**src/rtl/ram_addr_pkg.sv**
```systemverilog
`timescale 1ns/1ps
package ram_addr_pkg;

    // Default geometry of the buffer address counter
    localparam int ADDR_W_DEF = 10;
    localparam int LOW_W_DEF  = 8;
    localparam int SECT_W_DEF = 4;
    localparam int DATA_W_DEF = 8;

    // Number of cascaded counter sections for a given address width
    function automatic int num_sections(input int addr_w, input int sect_w);
        return (addr_w + sect_w - 1) / sect_w;
    endfunction

    // Width of section idx (the last one may be narrower)
    function automatic int section_width(input int addr_w, input int sect_w, input int idx);
        int rem;
        rem = addr_w - idx * sect_w;
        return (rem < sect_w) ? rem : sect_w;
    endfunction

    // Decoded strobe events for one clock cycle
    typedef struct packed {
        logic dec;      // access completed: step address down
        logic rd_en;    // RAM read enable
        logic wr_stb;   // RAM write commit
    } strobe_ev_t;

    // Preset request for one clock cycle
    typedef struct packed {
        logic lo;       // low byte preset
        logic hi;       // upper bits preset via control port
    } preset_req_t;

endpackage

```
**src/rtl/ram_strobe_edge.sv**
```systemverilog
`timescale 1ns/1ps
module ram_strobe_edge
    import ram_addr_pkg::*;
(
    input  logic       clk,
    input  logic       rst,
    input  logic       acc_n,
    input  logic       we_n,
    output strobe_ev_t ev
);

    logic acc_q;
    logic we_q;

    always_ff @(posedge clk) begin
        if (rst) begin
            acc_q <= 1'b1;
            we_q  <= 1'b1;
        end else begin
            acc_q <= acc_n;
            we_q  <= we_n;
        end
    end

    always_comb begin
        ev.dec    = acc_n & ~acc_q;
        ev.rd_en  = ~acc_n & we_n;
        ev.wr_stb = we_n & ~we_q & ~acc_n;
    end

    // A write commit never lasts two cycles
    AST_WR_SINGLE: assert property (@(posedge clk) disable iff (rst)
        ev.wr_stb |=> !ev.wr_stb);

    // Consecutive decrements need acc_n to go low in between
    AST_DEC_SINGLE: assert property (@(posedge clk) disable iff (rst)
        ev.dec |=> !ev.dec);

endmodule

```
**src/rtl/ram_addr_section.sv**
```systemverilog
`timescale 1ns/1ps
module ram_addr_section #(
    parameter int W = 4
) (
    input  logic         clk,
    input  logic         rst,
    input  logic         preset_any,
    input  logic [W-1:0] ld_en,
    input  logic [W-1:0] ld_val,
    input  logic         borrow_in,
    output logic [W-1:0] q,
    output logic         borrow_out
);

    logic [W-1:0] q_nxt;

    always_comb begin
        q_nxt = q;
        if (preset_any) begin
            for (int b = 0; b < W; b++) begin
                if (ld_en[b]) q_nxt[b] = ld_val[b];
            end
        end else if (borrow_in) begin
            q_nxt = q - W'(1);
        end
    end

    always_ff @(posedge clk) begin
        if (rst) q <= '1;
        else     q <= q_nxt;
    end

    assign borrow_out = borrow_in & (q == '0);

    // Without preset or incoming borrow the section does not move
    AST_SEC_HOLD: assert property (@(posedge clk) disable iff (rst)
        (!preset_any && !borrow_in) |=> $stable(q));

    // A section at zero that receives a borrow wraps to all ones
    AST_SEC_WRAP: assert property (@(posedge clk) disable iff (rst)
        (!preset_any && borrow_in && q == '0) |=> (q == '1));

endmodule

```
**src/rtl/ram_ovf_flag.sv**
```systemverilog
`timescale 1ns/1ps
module ram_ovf_flag (
    input  logic clk,
    input  logic rst,
    input  logic preset_any,
    input  logic wrap,
    output logic ovf_n
);

    always_ff @(posedge clk) begin
        if (rst)             ovf_n <= 1'b1;
        else if (preset_any) ovf_n <= 1'b1;
        else if (wrap)       ovf_n <= 1'b0;
    end

    AST_OVF_STICKY: assert property (@(posedge clk) disable iff (rst)
        (!ovf_n && !preset_any) |=> !ovf_n);

    AST_OVF_CLEAR: assert property (@(posedge clk) disable iff (rst)
        preset_any |=> ovf_n);

endmodule

```
**src/rtl/ram_addr_ctr.sv**
```systemverilog
`timescale 1ns/1ps
module ram_addr_ctr
    import ram_addr_pkg::*;
#(
    parameter int ADDR_W = ADDR_W_DEF,
    parameter int LOW_W  = LOW_W_DEF,
    parameter int SECT_W = SECT_W_DEF,
    parameter int DATA_W = DATA_W_DEF
) (
    input  logic              clk,
    input  logic              rst,
    input  logic [DATA_W-1:0] io_data,
    input  logic              lo_wr,
    input  logic              ctl_wr,
    input  logic              acc_n,
    input  logic              we_n,
    output logic [ADDR_W-1:0] ram_addr,
    output logic              ram_rd_en,
    output logic              ram_wr_stb,
    output logic              ovf_n
);

    localparam int NSEC = num_sections(ADDR_W, SECT_W);

    strobe_ev_t        ev;
    preset_req_t       pre;
    logic              preset_any;
    logic [ADDR_W-1:0] ld_en;
    logic [ADDR_W-1:0] ld_val;
    logic [NSEC:0]     borrow;

    // Strobe decoding
    ram_strobe_edge u_strobe (
        .clk   (clk),
        .rst   (rst),
        .acc_n (acc_n),
        .we_n  (we_n),
        .ev    (ev)
    );

    assign pre.lo     = lo_wr;
    assign pre.hi     = ctl_wr;
    assign preset_any = pre.lo | pre.hi;

    // Per-bit preset source: low field from the preset port, upper from control port
    for (genvar b = 0; b < ADDR_W; b++) begin : gen_ld
        if (b < LOW_W) begin : g_lo
            assign ld_en[b]  = pre.lo;
            assign ld_val[b] = io_data[b];
        end else begin : g_hi
            assign ld_en[b]  = pre.hi;
            assign ld_val[b] = io_data[b-LOW_W];
        end
    end

    // Cascaded down-counter sections, borrow rippling upward
    assign borrow[0] = ev.dec;

    for (genvar s = 0; s < NSEC; s++) begin : gen_sec
        localparam int BASE = s * SECT_W;
        localparam int SW   = section_width(ADDR_W, SECT_W, s);

        ram_addr_section #(.W(SW)) u_sec (
            .clk        (clk),
            .rst        (rst),
            .preset_any (preset_any),
            .ld_en      (ld_en[BASE +: SW]),
            .ld_val     (ld_val[BASE +: SW]),
            .borrow_in  (borrow[s]),
            .q          (ram_addr[BASE +: SW]),
            .borrow_out (borrow[s+1])
        );
    end

    // End-of-loop status
    ram_ovf_flag u_ovf (
        .clk        (clk),
        .rst        (rst),
        .preset_any (preset_any),
        .wrap       (borrow[NSEC]),
        .ovf_n      (ovf_n)
    );

    assign ram_rd_en  = ev.rd_en;
    assign ram_wr_stb = ev.wr_stb;

    AST_DEC_ONE: assert property (@(posedge clk) disable iff (rst)
        (ev.dec && !preset_any) |=> (ram_addr == $past(ram_addr) - ADDR_W'(1)));

    AST_IDLE_HOLD: assert property (@(posedge clk) disable iff (rst)
        (!ev.dec && !preset_any) |=> $stable(ram_addr));

    AST_WRAP_FLAG: assert property (@(posedge clk) disable iff (rst)
        (ev.dec && !preset_any && ram_addr == '0) |=> (ram_addr == '1 && !ovf_n));

    AST_PRESET_WINS: assert property (@(posedge clk) disable iff (rst)
        (lo_wr && !ctl_wr) |=> (ram_addr[ADDR_W-1:LOW_W] == $past(ram_addr[ADDR_W-1:LOW_W])));

    AST_RD_DECODE: assert property (@(posedge clk) disable iff (rst)
        ram_rd_en |-> (!acc_n && we_n));

endmodule

```
**config.mk**
```make
export PLATFORM = sky130hd
export DESIGN_NAME = ram_addr_ctr
export DESIGN_NICKNAME = d
export VERILOG_FILES = /design/src/rtl/ram_addr_pkg.sv /design/src/rtl/ram_strobe_edge.sv /design/src/rtl/ram_addr_section.sv /design/src/rtl/ram_ovf_flag.sv /design/src/rtl/ram_addr_ctr.sv
export SDC_FILE = /design/constraint.sdc
export NUM_CORES = 1
export LEC_CHECK = 0
export BUFFER_PORTS_ARGS = -buffer_cell sky130_fd_sc_hd__buf_2
export CORE_UTILIZATION = 25
export DETAILED_ROUTE_END_ITERATION = 16
export GPL_TIMING_DRIVEN = 0
export PLACE_DENSITY = 0.5
export RECOVER_POWER = 50
export SETUP_SLACK_MARGIN = 0.4
export SYNTH_ARGS = -nofsm -noshare
export SYNTH_HDL_FRONTEND = slang
export SYNTH_SLANG_ARGS = --single-unit
```
**constraint.sdc**
```tcl
create_clock -name clk -period 2.55 [get_ports clk]
set_clock_uncertainty 0.15 [all_clocks]
set_input_delay 0.1275 -clock clk [delete_from_list [all_inputs] [get_ports clk]]
set_output_delay 0.1275 -clock clk [all_outputs]
set_load 0.1 [all_outputs]
```
==> impl_metrics.ini <==
[logic_synthesis]
syn_inst = 85
yosys_register_bits = 13
synth_mux_area_share_pct = 2.52
synth_top_area_share_pct = 32.7
synth_area_leaders = dfxtp_1 (33%), ha_1 (7.9%), xnor2_1 (4.4%), nor3b_1 (3.8%), inv_1 (3.3%)
synth_top_area_cell = dfxtp_1
yosys_warnings = 0
synthAdderAreaFrac_pct = 7.86
syn-num-nets = 104
synth_xor_xnor_area_share_pct = 5.50
synth_top_family_by_area = simple AND/OR/NAND/NOR gates
synth.distinct_cells = 33
synth_compound_area_share_pct = 16.7
syn_area_per_cell_sq_um = 9.36
syn_area_sq_um = 796
synth-simple-area-share_pct = 28.5
ys_seq_area_share_pct = 32.7

[floorplan]
rows = 20
die_x_um = 58.4
core_sq_um = 3030
die_area_sq_um = 3410
io_pins = 27
fp.dieH_um = 58.4
start_util_pct = 26.3

[pwr]
power.total_uw = 535
ir_drop_uv = 137
powerDensity_nw_per_um2 = 477
p_leak_nw = 0.494

[layout]
post-route-util_pct = 37.0
area_growth_pct = 40.9
drive_above_1_share_pct = 31.7
final_common_cell = clkbuf_1
final_cell_area_sq_um = 1120
multi_input_area_sq_um = 495
antennaDiodeCount = 0
fillCellCount = 332
seqCellArea_sq_um = 272
nNetsFinal = 146
final_cell_mix = clkbuf_1 (16), buf_2 (14), dlygate4sd3_1 (12), inv_1 (7)

[cts]
clkSlewWorstSetupHoldPaths_ns = 0.08
cts-resized-gates = 0
cts_tree = yes
cts_buffer_depth = 2
insertion_delay_ns = 0.27
clock-sinks = 13
htreeDepth = 1
cts-root-buf = clkbuf_4
cts_made_buffers = 3

[drt]
viasPerCell = 4.28
drtPass1Iterations = 10
drc = 1
ant_nets = 0
vias = 728
post_drt_wl_per_cell_um = 11.0
drt_iter0_drc = 18
drt_wl_total_um = 1870

[worst_setup_path]
cp.arrival_ns = 1.97
crit_fanout = 10
end_kind = register
max_stage_delay_ns = 0.53
crit_buf_inv = 2
critPathLaunchType = input pin
crit_type = in -> reg
path_cells = dlygate4sd3_1, clkbuf_1, or3b_4, nor2_8, a41oi_2, a221o_1
cp_top_family = buffers and inverters
slowest_stage = dlygate4sd3_1
required_ns = 2.57

[timing]
setup_violations = 0
final-max-slew-violation-count = 0
whs_ns = 0.0255
clock.fmax_mhz = 512
fin_crit_sh_pct = 76.6
relSlewSlack_pct = 22.5
setup_tns_ns = 0
hold_viol_final = 0
rsz0062_at_grt = false
tightest_slew_ns = 1.17
fin_crit_ns = 1.95

[global_routing]
grt_pass1_vias = 751
grt_overflow = 0
antenna_found_initial = 0
grt_max_degree = 11
gr-usage-all-layers_pct = 13.0
grt_first_pass_wirelength_um = 3350

[placement]
hpwl_um = 1390
place_congestion = 0.701
io_buffers = 25
placed_area_sq_um = 997

[worst_hold_path]
hold_class = in -> reg

[run_status]
violations = design-rule violations
status = finished, violations left

[job]
maxCapViolations = 0
-- path summary, 6_finish.rpt --
| check | startpoint | cells after the start | end | slack, ns |
|---|---|---|---|---|
| min reg2reg | u_ovf.ovf_n | 1 | u_ovf.ovf_n | 0.32 |
| max reg2reg | gen_sec[0].u_sec.q[0] | 6 | gen_sec[1].u_sec.q[3] | 0.65 |
| max | ctl_wr | 6 | gen_sec[1].u_sec.q[3] | 0.60 |
| min | io_data[6] | 4 | gen_sec[1].u_sec.q[2] | 0.03 |
-- cell usage after synthesis, drive strengths merged --
cell    number
a211o        3
a21o         3
a21oi        5
a221o        1
a221oi       1
a41oi        1
buf          2
clkbuf       2
dfxtp       13
ha           5
inv          7
mux2i        2
nand2        4
nand2b       2
nor2         6
nor2b        2
nor3         4
nor3b        4
nor4         2
o21ai        1
o221ai       1
o31ai        1
or2          4
or3          1
or3b         3
xnor2        4
xor2         1
-- per-stage QoR --
stage / std cells / setup slack (ns)
after global placement: 154 / 0.686
after detailed placement: 154 / 0.671
after floorplan: 85 / 0.433
after global routing: 170 / 0.534
after CTS: 170 / 0.649
final: 170 / 0.596
-- worst reg2reg max path, cell delays in order (launching register included) --
cell and delay, ns:
dfxtp_4 0.36, inv_1 0.11, ha_1 0.15, or3b_4 0.42, nor2_8 0.15, a41oi_2 0.13, a221o_1 0.33
-- report_power, final --
part           leakage (nW)  total, mW  internal [mW]  switching, mW
Sequential            0.106      0.228          0.216         0.0122
Combinational         0.373      0.174         0.0494          0.125
Clock                0.0150      0.132         0.0606         0.0715
Total                 0.494      0.535          0.326          0.209
-- repair_timing --
item	in CTS	in global routing
buffers inserted	0	0
hold buffers	12	0
hold endpoints to repair	10	0
-- kinds of logic (layout without fill, tap and decap cells) --
logic type / Yosys count / in the layout
simple gates: 32 / 32
fa+ha+maj: 5 / 5
compound gates: 17 / 17
mux: 2 / 2
flops: 13 / 13
xor+xnor: 5 / 5
buf+inv: 11 / 52
-- per-layer routing --
layer / global-route usage [%] / routed length, um / vias to the layer above
met5: 0 / 0 / -
met4: 8.16 / 27 / 0
met3: 1.98 / 47 / 2
met2: 20.5 / 838 / 14
met1: 16.6 / 960 / 333
li1: - / - / 379
-- final cells by class --
type	instances	area share, %
buffer	4	1.45
clock buffer	4	2.34
inverter	7	2.34
multi-input combinational	61	44.2
sequential	13	24.2
tap	44	4.91
timing repair buffer	37	20.5
-- registers in the layout, summed over array words and instances, names as in the netlist --
signal and flops:
u_strobe.acc_q 1, u_ovf.ovf_n 1, gen_sec.u_sec.q 10, u_strobe.we_q 1
Power figures use the tool's default switching activity.
